<file path="src/rtl/prio_irq_pkg.sv">
// Shared defaults for the priority interrupt controller.
// Assumes: line count is a power of two so that the line number fills its field.
package prio_irq_pkg;
    localparam int unsigned PIC_LINES = 8;
    localparam int unsigned PIC_VEC_W = 8;
    localparam int unsigned PIC_IDX_W = $clog2(PIC_LINES);
    localparam int unsigned PIC_BASE_W = PIC_VEC_W - PIC_IDX_W;
endpackage

</file>
<file path="src/rtl/pic_first_set.sv">
// Finds the lowest-index set bit of a mask (index 0 is most urgent).
// Returns whether any bit is set, its index and a one-hot copy of it.
// Assumes: purely combinational, N >= 2.
module pic_first_set #(
    parameter int unsigned N  = 8,
    parameter int unsigned IW = $clog2(N)
) (
    input  logic [N-1:0]  bits,
    output logic          found,
    output logic [IW-1:0] idx,
    output logic [N-1:0]  onehot
);
    // Scan from least to most urgent so the most urgent set bit wins last.
    always_comb begin
        found = 1'b0;
        idx   = '0;
        for (int i = N - 1; i >= 0; i--) begin
            if (bits[i]) begin
                found = 1'b1;
                idx   = IW'(i);
            end
        end
        onehot = found ? (N'(1) << idx) : '0;
    end
endmodule

</file>
<file path="src/rtl/pic_req_stage.sv">
// Pending-request register: samples the level-sensitive request lines each
// edge and drops the bit being granted on the acknowledge edge.
// Assumes: request lines are synchronous to clk.
module pic_req_stage #(
    parameter int unsigned N = 8
) (
    input  logic         clk,
    input  logic         rst_n,
    input  logic [N-1:0] irq_in,
    input  logic [N-1:0] clr_mask,
    output logic [N-1:0] pend_q
);
    // Follow the request levels, masking the line granted this edge.
    always_ff @(posedge clk) begin
        if (!rst_n) pend_q <= '0;
        else        pend_q <= irq_in & ~clr_mask;
    end
endmodule

</file>
<file path="src/rtl/pic_isr_stage.sv">
// In-service register: sets the granted level, clears the most urgent level
// on an end-of-service pulse.
// Assumes: top_mask is one-hot (or zero) and marks the most urgent set bit.
module pic_isr_stage #(
    parameter int unsigned N = 8
) (
    input  logic         clk,
    input  logic         rst_n,
    input  logic [N-1:0] set_mask,
    input  logic         eos,
    input  logic [N-1:0] top_mask,
    output logic [N-1:0] isr_q
);
    logic [N-1:0] retire_mask;

    // Select the level to retire only when end-of-service is signalled.
    always_comb retire_mask = eos ? top_mask : '0;

    // Apply retirement and the new grant together.
    always_ff @(posedge clk) begin
        if (!rst_n) isr_q <= '0;
        else        isr_q <= (isr_q & ~retire_mask) | set_mask;
    end
endmodule

</file>
<file path="src/rtl/prio_irq_ctrl.sv">
// Eight-input priority interrupt controller with nested in-service tracking.
// Ranks pending requests against the most urgent in-service level, raises
// cpu_int, and answers an acknowledge with {vec_base, line} for one cycle.
// Assumes: int_ack and eos are single-cycle pulses synchronous to clk.
module prio_irq_ctrl
    import prio_irq_pkg::*;
#(
    parameter  int unsigned N_LINES = PIC_LINES,
    parameter  int unsigned VEC_W   = PIC_VEC_W,
    localparam int unsigned IDX_W   = $clog2(N_LINES),
    localparam int unsigned BASE_W  = VEC_W - IDX_W
) (
    input  logic               clk,
    input  logic               rst_n,
    input  logic [N_LINES-1:0] irq_lines,
    input  logic [BASE_W-1:0]  vec_base,
    input  logic               int_ack,
    input  logic               eos,
    output logic               cpu_int,
    output logic               vec_valid,
    output logic [VEC_W-1:0]   vec_out
);
    localparam int unsigned SCANS = 2;  // scan 0: pending, scan 1: in service

    logic [N_LINES-1:0] pend_q;
    logic [N_LINES-1:0] isr_q;
    logic [N_LINES-1:0] grant_mask;

    logic [SCANS-1:0][N_LINES-1:0] scan_bits;
    logic [SCANS-1:0]              scan_found;
    logic [SCANS-1:0][IDX_W-1:0]   scan_idx;
    logic [SCANS-1:0][N_LINES-1:0] scan_oh;

    logic int_now;
    logic take_ack;

    // Route the two masks into the shared scanners.
    always_comb begin
        scan_bits[0] = pend_q;
        scan_bits[1] = isr_q;
    end

    // One priority scanner per mask.
    for (genvar s = 0; s < SCANS; s++) begin : g_scan
        pic_first_set #(.N(N_LINES), .IW(IDX_W)) u_find (
            .bits   (scan_bits[s]),
            .found  (scan_found[s]),
            .idx    (scan_idx[s]),
            .onehot (scan_oh[s])
        );
    end

    // Request outranks in-service level only with a strictly lower index.
    always_comb begin
        int_now    = scan_found[0] && (!scan_found[1] || (scan_idx[0] < scan_idx[1]));
        take_ack   = int_ack && int_now;
        grant_mask = take_ack ? scan_oh[0] : '0;
    end

    pic_req_stage #(.N(N_LINES)) u_req (
        .clk      (clk),
        .rst_n    (rst_n),
        .irq_in   (irq_lines),
        .clr_mask (grant_mask),
        .pend_q   (pend_q)
    );

    pic_isr_stage #(.N(N_LINES)) u_isr (
        .clk      (clk),
        .rst_n    (rst_n),
        .set_mask (grant_mask),
        .eos      (eos),
        .top_mask (scan_oh[1]),
        .isr_q    (isr_q)
    );

    // Register the vector for one cycle after an accepted acknowledge.
    always_ff @(posedge clk) begin
        if (!rst_n) begin
            vec_valid <= 1'b0;
            vec_out   <= '0;
        end else begin
            vec_valid <= take_ack;
            vec_out   <= take_ack ? {vec_base, scan_idx[0]} : '0;
        end
    end

    assign cpu_int = int_now;
endmodule

</file>
<file path="config.mk">
export PLATFORM = sky130hd
export DESIGN_NAME = prio_irq_ctrl
export DESIGN_NICKNAME = d
export VERILOG_FILES = /design/src/rtl/prio_irq_pkg.sv /design/src/rtl/pic_first_set.sv /design/src/rtl/pic_req_stage.sv /design/src/rtl/pic_isr_stage.sv /design/src/rtl/prio_irq_ctrl.sv
export SDC_FILE = /design/constraint.sdc
export NUM_CORES = 1
export LEC_CHECK = 0
export ABC_AREA = 1
export BUFFER_PORTS_ARGS = -buffer_cell sky130_fd_sc_hd__buf_2
export CORE_MARGIN = 5
export CORE_UTILIZATION = 52
export DETAILED_ROUTE_END_ITERATION = 6
export HOLD_SLACK_MARGIN = 0.03
export PLACE_DENSITY = 0.81
export SLEW_MARGIN = 0
export SYNTH_ARGS = -nofsm -noshare
export SYNTH_HDL_FRONTEND = slang
export SYNTH_SLANG_ARGS = --single-unit
</file>
<file path="constraint.sdc">
create_clock -name clk -period 2.35 [get_ports clk]
set_input_delay 0.3525 -clock clk [delete_from_list [all_inputs] [get_ports clk]]
set_output_delay 0.3525 -clock clk [all_outputs]
set_load 0.01 [all_outputs]
</file>
==> impl.org, run 1 <==
** Placement
- Total of buffers placed on input and output ports :: 26
- Instance count after placement with tap cells included :: 211
- At the end of routability-driven placement, the weighted congestion stood at 0.9008.
- Detailed placement ended at an HPWL of 1980 um.

** Logic synthesis
- Adder-cell area share of the yosys netlist :: 0.02169
- After technology mapping, the gate count stands at 158.
- Number of nets produced by synthesis :: 177
- The share of synthesized area in the top cell type comes to 0.4338.
- Seq/Total Area, Yosys :: 0.4338
- Cell type with the highest aggregate area in the netlist :: sky130_fd_sc_hd__dfxtp_1
- Of the total synthesized cell area, the portion taken by AND, OR, NAND and NOR gates is 0.3145.
- Unique masters post-synth :: 20
- The synthesized netlist occupies a cell area of 0.001154 mm2.
- Post-Syn Area per Cell :: 7.301 um2
- Xor and xnor fraction of the mapped netlist area :: 0
- During synthesis, Yosys emitted a total of 0 warnings.
- In the synthesized netlist the dominant register cell turns out to be sky130_fd_sc_hd__dfxtp_1.
- After synthesis the netlist holds a flip-flop and latch count of 25.
- After synthesis, the share of flip-flops with an asynchronous set or reset is 0.
- Most area-consuming cells after synthesis :: sky130_fd_sc_hd__dfxtp_1, sky130_fd_sc_hd__inv_1, sky130_fd_sc_hd__nand2_1, sky130_fd_sc_hd__nor2_1, sky130_fd_sc_hd__nand3_1
- The share of the synthesized area in compound gates (AO/OA/AOI/OAI) came to 0.09978.
- Leading post-synthesis cells by instance count :: sky130_fd_sc_hd__inv_1, sky130_fd_sc_hd__dfxtp_1, sky130_fd_sc_hd__nand2_1
- Most used standard cell by instance count after synthesis :: sky130_fd_sc_hd__inv_1
- After synthesis, the share of cell area in mux cells is 0.
- Main combinational cell family by area after synthesis :: simple AND/OR/NAND/NOR gates
- Counting flops with a built-in enable in the synthesized netlist gives 0.

** Worst setup path
- Critical path endpoint category :: output port
- By startpoint and endpoint, the worst setup path is classified as register to output port.
- Required time at the endpoint of the critical path :: 2000 ps
- Number of cells on the worst reg-to-reg path :: 14
- Nature of the critical path startpoint :: register
- Data arrives at the worst endpoint at 2050 ps.
- Of all nets on the critical path, the largest fanout is 3.

** Floorplan
- The initial utilization of the core area, before any placement, comes to 0.5317.
- Top-level port count :: 27
- Die W :: 57.10 um
- CORE AREA :: 0.002170 mm2
- The die covers approximately 0.0033 mm2.
- Vertical die dimension :: 57.10 um
- In this run the core area contains 17 standard-cell rows.

** Global routing
- The first global-routing pass estimated 4609 um of wire.
- For this run, the total global-route usage over all layers was measured as 0.1785.
- The number of antenna violations at the first check in global routing came to 0.
- Total congestion overflow :: 0
- The number of global-route vias before repair is 1,139.
- Largest net degree at the start of global routing :: 15

** Layout
- Antenna cell count :: 0
- After the last flow step, the layout net total stands at 226.
- The filler cells instantiated in the layout total 166.
- Final Instance Count excl. Fillers :: approximately 230
- Sequential cell area in the final layout :: 515.5 um2
- At the end of the flow the core is filled with cells to 0.7474.
- Layout overhead on the synthesized area :: 40.56%
- Multi-input gate area in the final layout :: 614.3 um2
- Share of final-layout standard cells stronger than drive strength 1 :: 0.4272

** Routing
- Routed wire length :: 3202 um
- Once detail routing completed, the nets flagged for antenna violations numbered 0.
- After detailed routing, the number of remaining DRC violations is 0.
- Overall via count from detail_route :: around 1,200
- After the first detailed-routing iteration, the DRC count stood at 66.
- Drt first pass iters :: 4
- Drt wl/cell :: between 10 and 15 um
- In the routed layout, each cell is associated on average with a via count of 5.333.

** Clocking
- The cell sitting at the root of the clock tree is a sky130_fd_sc_hd__clkbuf_4.
- CTS sink cnt :: 25
- In this run the number of H-tree levels came out at 1.
- Buffers from clock root to sink, at most :: 2
- After clock tree synthesis, the flow added hold-fix buffers numbering 0.
- Clock-pin transition on the worst setup and hold timing paths :: 140 ps
- Clock tree synthesis inserted a total of 3 buffers.
- TritonCTS built the clock tree.
- Clock latency of the later-clocked register in the worst-skew pair :: 330 ps

** Pwr
- Power spread over the standard cell area amounts to between 600 and 700 mW/mm2.
- Across the VDD grid, the largest voltage drop is 610.8 uV.
- In this run the static leakage power is 0.8445 nW.

** Timing
- Worst rel slew slack :: 0.8122
- Setup repair after global routing could not meet its margin everywhere.
- Worst-margin pin slew :: 279.5 ps
- Timing would allow up to 416.2 MHz.
- On the final layout, the worst clock skew is 6.927 ps.
- Setup violations remaining at the end of the flow were counted as 1.
- Slack of the critical path :: -52.54 ps
- Number of pins exceeding their max-slew limit in the final report :: 0
- Final hold violations :: 0
- Final critical delay including setup and external delays :: 2403 ps
- In the finished design, the share of the clock period the worst path needs comes to 1.022.

** Hold path
- Class of the tightest hold or removal check :: input pin to register
- Along the worst hold path, the cell count comes to 3.

** Status
- The checks that failed: setup timing.
- The flow ran to the end, but the final reports show violations.

** Run
- Max-cap violations in this run came to 0.
==> power breakdown <==
part,leakage (nW),total (mW),internal [mW],switching (mW)
sequential,0.209,0.475,0.450,0.0245
combinational,0.618,0.378,0.186,0.192
clock,0.0177,0.199,0.0640,0.135
total,0.844,1.05,0.700,0.352
==> metal layers <==
layer | up-vias | wire length, um | track usage
li1 | 604 | - | -
met1 | 575 | 1210 | 0.1972
met2 | 60 | 1631 | 0.3246
met3 | 9 | 295 | 0.05204
met4 | 0 | 65 | 0.05960
met5 | - | 0 | 0
==> path summary, 6_finish.rpt <==
check	from	endpoint	slack, ps
worst max register to register	u_isr.isr_q[6]	u_isr.isr_q[7]	110
worst min-delay path	vec_base[1]	vec_out[4]	210
worst min register to register	u_isr.isr_q[5]	u_isr.isr_q[5]	550
worst max-delay path	u_isr.isr_q[6]	cpu_int	-50
==> kinds of logic after synthesis <==
group                      count (synthesis)
AOI/OAI and AO/OA                         18
adders and majority gates                  2
buffers and inverters                     40
DFF                                       25
and+or+nand+nor                           73
==> cell usage in the layout, fill, tap and decap left out, types with 2 or more instances in the layout <==
cell	synthesis	routed
sky130_fd_sc_hd__dfxtp_2	0	6
sky130_fd_sc_hd__nor2_2	0	2
sky130_fd_sc_hd__nand3_1	11	11
sky130_fd_sc_hd__dfxtp_4	0	2
sky130_fd_sc_hd__buf_4	0	20
sky130_fd_sc_hd__inv_2	0	5
sky130_fd_sc_hd__nor4_4	0	3
sky130_fd_sc_hd__a21oi_1	9	8
sky130_fd_sc_hd__nand2_1	23	18
sky130_fd_sc_hd__dfxtp_1	25	17
sky130_fd_sc_hd__nor2_1	17	15
sky130_fd_sc_hd__inv_1	38	33
sky130_fd_sc_hd__nand2_2	3	8
sky130_fd_sc_hd__buf_2	0	25
sky130_fd_sc_hd__nand4_1	8	8
sky130_fd_sc_hd__o21ai_0	5	5
sky130_fd_sc_hd__ha_4	0	2
sky130_fd_sc_hd__nor3_2	0	5
sky130_fd_sc_hd__o31ai_1	2	2
sky130_fd_sc_hd__clkbuf_4	0	3
==> timing repair <==
item / in CTS / in global routing
gates resized for setup: 19 / 17
pin swaps: 8 / 12
setup buffers: 12 / 7
endpoints found under the setup margin: 1 / 1
==> sequential cells by signal, indices dropped and copies added (netlist names) <==
register      count
vec_out           8
u_isr.isr_q       8
u_req.pend_q      8
vec_valid         1
==> final cells by class <==
| class | instances | share of cell area |
|---|---|---|
| tap | 28 | 0.02160 |
| clock inverter | 1 | 0.003086 |
| inverter | 38 | 0.08796 |
| multi-input combinational | 93 | 0.3789 |
| sequential | 25 | 0.3179 |
| clock buffer | 3 | 0.01389 |
| timing repair buffer | 46 | 0.1767 |
==> critical path: stages (launching register included) <==
cell and delay [ps]:
sky130_fd_sc_hd__dfxtp_4 400, sky130_fd_sc_hd__nor2_1 50, sky130_fd_sc_hd__nor3_2 130, sky130_fd_sc_hd__nor3_2 60
sky130_fd_sc_hd__nor3_2 230, sky130_fd_sc_hd__inv_2 100, sky130_fd_sc_hd__ha_4 280, sky130_fd_sc_hd__nand2_2 50
sky130_fd_sc_hd__o21bai_4 160, sky130_fd_sc_hd__nand2_2 90, sky130_fd_sc_hd__a21boi_4 60, sky130_fd_sc_hd__buf_6 120
==> stage by stage <==
stage	TNS [ps]	hold slack, ps	power, mW	instance area (um2)	setup WS (ps)
after detailed placement	0	498.4	0.7072	1319	64.66
after CTS	0	209.9	0.9824	1526	0.7347
after global routing	-152.8	202.5	1.107	1622	-137.3
final	-52.54	209.7	1.052	1622	-52.54
after floorplan	0	464.7	0.6420	1154	397.4
after global placement	0	486.0	0.6993	1319	207.2
Power figures use the tool's default switching activity.
==> run 2: changes to the inputs <==
- CORE_UTILIZATION: 52 -> 40
- PLACE_DENSITY: 0.81 -> default
- PLACE_DENSITY_LB_ADDON: default -> 0.15
==> run 2 against run 1 <==
Compared with the run above: the run ends with DRC, setup timing left; non-clock buffer count decreased by 10; clock power fell by 4%; worst setup slack got worse by 12 ps; first-iteration DRC count shrank 24%; total power down 9.4%; die area is 24% higher; global-route usage is 2.7 points lower; combinational power fell by 23%; hold slack better by 16 ps; critical path depth stayed put; fmax decreased by 0.50%; cell count fell by 3.0%; critical endpoint unchanged; largest cell class unchanged.
==> impl.org, run 2 (same netlist as run 1, synthesis figures left out) <==
** Status
- The run finished, with violations left.
- Violated checks :: DRC, setup timing

** Clocking
- Clock-pin transition on the worst setup and hold timing paths :: 130 ps
- No sink is reached through more buffers than the 2 on the longest clock path.
- After clock tree synthesis, the flow added hold-fix buffers numbering 0.
- CTS built an H-tree with a depth of 1.
- CTS buffer count :: 3
- CTS tree :: built
- The tree is rooted in a sky130_fd_sc_hd__clkbuf_4.
- CTS sink cnt :: 25
- Clock latency of the later-clocked register in the worst-skew pair :: ~320 ps

** Floorplan
- The floorplan has 19 rows.
- Top-level port count :: 27
- The total area inside the core boundary comes to 0.002758 mm2.
- Vertical die dimension :: 63.71 um
- From left edge to right edge, the die measures 63.71 um.
- The die covers approximately 0.004 mm2.
- Initial standard-cell utilization of the core :: 0.4183

** Timing
- At the pin with the least slew margin, the transition time is 340.0 ps.
- Layout Skew :: between 3 and 4 ps
- Measured against its own limit, the worst slew margin works out to 0.7728.
- Number of pins exceeding their max-slew limit in the final report :: 0
- Final critical delay including setup and external delays :: 2415 ps
- Final-layout setup total negative slack :: -64.65 ps
- Final hold violations :: 0
- Slack of the critical path :: -64.65 ps
- Hold is met by 225.7 ps.
- Setup repair after global routing could not meet its margin everywhere.
- Maximum clock frequency :: ~410 MHz
- Final-report setup violation count :: 1
- Fraction of the cycle the final worst path needs :: 1.028

** Worst setup path
- Of all nets on the critical path, the largest fanout is 3.
- Number of cells on the worst reg-to-reg path :: 13
- Worst setup path startpoint :: u_isr.isr_q[6]
- The worst setup path is of the register to output port kind.
- At the worst endpoint, the required time is 2000 ps.
- In this run the critical register-to-register path is launched from u_isr.isr_q[6].
- STA classifies the critical path endpoint as an output port.
- Critical Path AT :: 2060 ps
- STA classifies the critical path startpoint as a register.

** Routing
- In the routed layout, each cell is associated on average with a via count of a little over 5.
- For this block, the routed nets add up to 2934 um of wire.
- Drt wl/cell :: approximately 13 um
- The first detailed-routing pass ran for 6 iterations.
- Once detail routing completed, the nets flagged for antenna violations numbered 0.
- Overall via count from detail_route :: between 1,000 and 1,500
- Violation count after the first detailed-route iteration :: 50
- DRC violation count after routing :: 2

** Layout
- Antenna cell count :: 0
- In the layout the commonest cells are sky130_fd_sc_hd__inv_1, sky130_fd_sc_hd__buf_2, sky130_fd_sc_hd__nand2_1, sky130_fd_sc_hd__dfxtp_1, sky130_fd_sc_hd__nor2_1.
- Layout overhead on the synthesized area :: 29.07%
- Number of fill cells in the layout :: 287
- The largest registers in the layout are u_isr.isr_q: 8 flops, u_req.pend_q: 8 flops, vec_out: 8 flops.
- In the final layout, the share of cells above drive strength 1 is 0.3265.
- Utilization after layout :: 0.5399
- Summing all non-filler instances in the final layout gives an area of 0.001489 mm2.
- At the end of the flow, the number of nets in the layout was about 220.
- Final Instance Count excl. Fillers :: 227
- Most common cell after layout, fill and taps aside :: sky130_fd_sc_hd__inv_1
- Multi-input gate area in the final layout :: 555.5 um2
- Sequential cell area in the final layout :: 514.2 um2

** Global routing
- Entering global routing, the biggest net connects 14 pins.
- In the global route stage, overall resource usage came out at 0.1511.
- Global routing finished with a remaining overflow of 0.
- Vias in the first global route :: 1,161
- The first global-routing pass estimated 4905 um of wire.
- Antenna violations before repair :: 0

** Run
- Max cap viols :: 0

** Hold path
- Class of the tightest hold or removal check :: input pin to register
- Counting instances, the worst hold path has a depth of 3.
- The worst hold path begins at vec_base[0].

** Pwr
- Switching component of the power :: ~310 uW
- Of the total power, the clock network draws 0.201.
- Fraction of power consumed by combinational cells :: 0.304
- Relative contribution of sequential cells to total power :: 0.495
- For this design the static power due to leakage is 0.7856 nW.
- Of the total power, the share spent switching nets is 0.3229.
- Cell Int Power :: 645.3 uW
- IR analysis of the VDD net gives a maximum drop of 414.1 uV.
- Design Power :: approximately 950 uW
- Dividing total power by cell area gives a power density of 640.1 mW/mm2.

** Placement
- After legalization and detailed placement, the total HPWL measured roughly 2100 um.
- Final estimated routing congestion in global placement :: 0.8586
- After detailed placement, the total cell area comes to about 0.0013 mm2.
- Instance count after placement with tap cells included :: 214
- OpenSTA, run right after detailed placement, puts the worst setup slack at 114.4 ps.
- In this run the tool buffered the top-level ports with 26 buffer cells.
run 2: cell type report:
cell class,count,area share
multi-input cells,93,0.3731
flip-flops and latches,25,0.3454
repair buffers,36,0.1420
inverters,38,0.09580
well taps,31,0.02605
clock buffers,4,0.01765
run 2: per-layer routing:
layer | share of wire | routed length (um) | vias up | track usage
li1 | - | - | 575 | -
met1 | 0.42 | 1220 | 516 | 0.1805
met4 | 0.020 | 59 | 0 | 0.06494
met3 | 0.086 | 253 | 6 | 0.05151
met5 | 0 | 0 | - | 0
met2 | 0.48 | 1401 | 48 | 0.2449
run 2: what timing repair did:
action | CTS | global route
resized for setup | 13 | 8
setup buffers | 6 | 3
pin swaps | 4 | 5
setup endpoints to repair | 1 | 1
run 2: worst paths after layout:
check | endpoint | slack, ps
worst max-delay path | cpu_int | -60
worst min-delay path | vec_out[3] | 230
worst max register to register | u_req.pend_q[3] | 310
worst min register to register | u_isr.isr_q[5] | 540
run 2: power by group through the flow:
| stage | logic, mW | registers, mW | clock network, mW |
|---|---|---|---|
| after floorplan | 0.162 | 0.480 | 0 |
| after global placement | 0.228 | 0.477 | 0 |
| after detailed placement | 0.232 | 0.477 | 0 |
| after CTS | 0.269 | 0.470 | 0.197 |
| after global routing | 0.325 | 0.476 | 0.221 |
| final | 0.290 | 0.472 | 0.191 |
run 2: worst max-delay path: stages, from the launching register on:
cell and delay [ps]:
sky130_fd_sc_hd__dfxtp_4 400, sky130_fd_sc_hd__nor2_2 50, sky130_fd_sc_hd__nor3_2 170, sky130_fd_sc_hd__nor3_2 70, sky130_fd_sc_hd__nor3_2 160, sky130_fd_sc_hd__inv_1 100
sky130_fd_sc_hd__ha_1 280, sky130_fd_sc_hd__nand2_1 50, sky130_fd_sc_hd__o21bai_2 100, sky130_fd_sc_hd__nand2_2 90, sky130_fd_sc_hd__a21boi_4 150, sky130_fd_sc_hd__buf_6 120
==> run 3: changes to the inputs <==
==> constraint.sdc (replaced) <==
create_clock -name clk -period 2.35 [get_ports clk]
set_input_delay 0.235 -clock clk [delete_from_list [all_inputs] [get_ports clk]]
set_output_delay 0.235 -clock clk [all_outputs]
set_load 0.01 [all_outputs]
==> run 3 against run 2 <==
Compared with the run above: the flow now finishes without violations; combinational power up 9.7%; core utilization up 2.1 points; global-route usage down 0.31 points; non-clock buffer count unchanged; sequential power about the same.
==> impl.org, run 3 (same netlist as run 1, synthesis figures left out) <==
** Clocking
- CTS buffer count :: 3
- The later pin in the worst-skew pair is clocked with a latency of 330 ps.
- In this run the number of H-tree levels came out at 1.
- Clock-pin slew was measured on the worst setup and hold paths at 140 ps.
- Clock Tree Root :: sky130_fd_sc_hd__clkbuf_4
- TritonCTS built the clock tree.
- The clock drives 25 sinks.
- The longest clock path from root to sink contains 2 buffers.
- CTS Hold Bufs :: 0

** Timing
- Final-report setup violation count :: 0
- Of the available clock period, the critical path in the final layout requires 0.9578.
- Final hold violations :: 0
- The final max-slew violation count was 0.
- Worst rel slew slack :: 0.8102
- Slack of the critical path :: ~100 ps
- Maximum clock frequency :: 444.3 MHz
- At the pin with the least slew margin, the transition time is about 280 ps.
- Layout Skew :: 9.712 ps
- Final critical delay including setup and external delays :: around 2300 ps
- Hold is met by a little under 90 ps.

** Pwr
- Of the total power, registers draw 0.477.
- Dividing total power by cell area gives a power density of around 640 mW/mm2.
- Part of the power in the clock network :: 0.203
- For this design the static power due to leakage is 0.7963 nW.
- Net switching fraction of the power :: 0.3328
- For this design the total switching power over the nets is 330.7 uW.
- The share of total power dissipated in combinational logic is 0.320.
- Highest ir drop seen on vdd :: 461.1 uV
- Cell Int Power :: 662.9 uW

** Routing
- For this block, the initial DRC count from the detailed router was 16.
- Overall via count from detail_route :: 1,125
- The pre-antenna-repair detailed-routing pass consisted of 4 iterations.
- Antenna Violating Nets Remaining :: 0
- Drt wl/cell :: 12.67 um
- Via-per-instance ratio :: just under 5
- DRC violation count after routing :: 0
- Summed over all layers, the routed wires come to 2877 um.

** Worst setup path
- Kind of critical path :: register to output port
- Nature of the critical path startpoint :: register
- Required time at the endpoint of the critical path :: around 2100 ps
- Data arrives at the worst endpoint at 2020 ps.
- Critical path endpoint category :: output port
- R2R Path Start :: u_isr.isr_q[4]
- Reg2Reg Capture Point :: u_isr.isr_q[4]
- CP max FO :: 4
- The worst register-to-register path has a depth of 11.
- In this run the register-to-register setup slack is 380 ps.

** Status
- Run status :: complete, no violations

** Layout
- After filler insertion, the fill cell instance count of the layout stands at ~270.
- Leaving out fill and tap cells, the most frequent cell in the layout is sky130_fd_sc_hd__inv_1.
- Antenna cell count :: 0
- Once layout is complete, the utilization of the core stands at 0.5608.
- Layout overhead on the synthesized area :: 34.06%
- Top library cells by usage in the layout, fill and taps aside :: sky130_fd_sc_hd__inv_1, sky130_fd_sc_hd__buf_2, sky130_fd_sc_hd__nand2_1, sky130_fd_sc_hd__dfxtp_1, sky130_fd_sc_hd__nor2_1
- Of the cells placed in the final design, the portion with a size suffix greater than 1 is 0.3622.
- The largest registers in the layout are u_isr.isr_q: 8 flops, u_req.pend_q: 8 flops, vec_out: 8 flops.
- Final Instance Area :: 0.001546 mm2
- In the final design database the tool counted 216 nets.

** Hold path
- Hold path startpoint :: vec_base[0]
- Class of the tightest hold or removal check :: input pin to register
- Worst Hold Path Cells :: 3
- For hold timing, the worst endpoint is vec_out[3].

** Floorplan
- Vertical die dimension :: between 60 and 70 um
- The total area inside the core boundary comes to 0.002758 mm2.
- The die is 63.71 um wide.
- For this design the top-level I/O count stands at 27.
- The die covers a little over 0.004 mm2.
- Initial standard-cell utilization of the core :: 0.4183
- After floorplanning, the core was divided into 19 placement rows.

** Run
- Max cap viols :: 0

** Global routing
- Global-route wire length before repair :: 4905 um
- Overall Global Routing Usage :: 0.1480
- The number of global-route vias before repair is 1,212.
- The number of antenna violations at the first check in global routing came to 0.
- Met1 Use GR :: 0.1694
- The layer flagged by global routing as most heavily used is met2.
- For this run, global-route usage on met3 was measured as 0.03197.
- Met2 routing resource usage after global routing :: 0.2614
- Total congestion overflow :: 0
- Largest net degree at the start of global routing :: 16

** Placement
- DP HPWL :: 2105 um
- At the end of routability-driven placement, the weighted congestion stood at 0.8515.
- Pre-CTS setup slack :: 197.9 ps
- Total of buffers placed on input and output ports :: 26
- In this run the cell area measured after placement is 0.001323 mm2.
[run 3: cell types whose count changed in the layout (fill, tap and decap cells not counted), moves of 2 or more]
cell	change
sky130_fd_sc_hd__ha_1	-2
sky130_fd_sc_hd__ha_4	+2
sky130_fd_sc_hd__inv_1	-4
sky130_fd_sc_hd__inv_2	+4
sky130_fd_sc_hd__nand2_1	-2
[run 3: critical path, stage by stage (launching register included)]
cell and delay, ps:
sky130_fd_sc_hd__dfxtp_1 390, sky130_fd_sc_hd__nor3_2 220, sky130_fd_sc_hd__nor3_2 70, sky130_fd_sc_hd__nor3_2 170
sky130_fd_sc_hd__inv_2 100, sky130_fd_sc_hd__ha_4 270, sky130_fd_sc_hd__nand2_2 30, sky130_fd_sc_hd__o21bai_4 150
sky130_fd_sc_hd__nand2_2 90, sky130_fd_sc_hd__a21boi_4 60, sky130_fd_sc_hd__buf_6 120
[run 3: through the flow]
step / setup TNS (ps) / instances / power [mW]
5_1_grt: -15.79 / 227 / 1.057
3_5_place_dp: 0 / 214 / 0.7097
6_report: 0 / 227 / 0.9936
2_1_floorplan: 0 / 158 / 0.6420
4_1_cts: 0 / 226 / 0.9438
3_3_place_gp: 0 / 214 / 0.7040
[run 3: how the worst max path moves through the flow]
| stage | from | endpoint | slack, ps | cells after the start |
|---|---|---|---|---|
| 6_report | u_isr.isr_q[4] | cpu_int | 100 | 10 |
| 5_1_grt | u_req.pend_q[5] | cpu_int | -20 | 13 |
| 4_1_cts | u_isr.isr_q[6] | cpu_int | 7 | 11 |
| 3_5_place_dp | u_isr.isr_q[6] | u_req.pend_q[2] | 200 | 13 |
| 3_3_place_gp | u_isr.isr_q[6] | cpu_int | 310 | 11 |
| 2_1_floorplan | u_isr.isr_q[6] | vec_out[0] | 460 | 12 |
[run 3: area by class of cell]
type	count	area (um2)	area share
Multi-Input combinational cell	93	610.6	0.3948
Sequential cell	25	513.0	0.3317
Timing Repair Buffer	36	211.5	0.1367
Inverter	38	142.6	0.09223
Tap cell	31	38.79	0.02508
Clock buffer	3	22.52	0.01456
Clock inverter	1	7.507	0.004854
[run 3: power groups by stage]
stage | logic [mW] | registers [mW] | clock network [mW]
floorplan | 0.162 | 0.480 | 0
global placement | 0.227 | 0.477 | 0
detailed placement | 0.232 | 0.478 | 0
CTS | 0.268 | 0.471 | 0.205
global route | 0.349 | 0.479 | 0.229
finish | 0.318 | 0.474 | 0.202
[run 3: metal layers]
metal | wire length, um | vias to the layer above
li1 | - | 577
met1 | 1273 | 507
met2 | 1370 | 34
met3 | 171 | 7
met4 | 61 | 0
met5 | 0 | -
[run 3: what timing repair did]
item	4_1_cts	5_1_grt
resized for setup	8	23
pin swaps	3	6
cloned	0	0
endpoints found under the setup margin	1	1
setup buffers	8	1
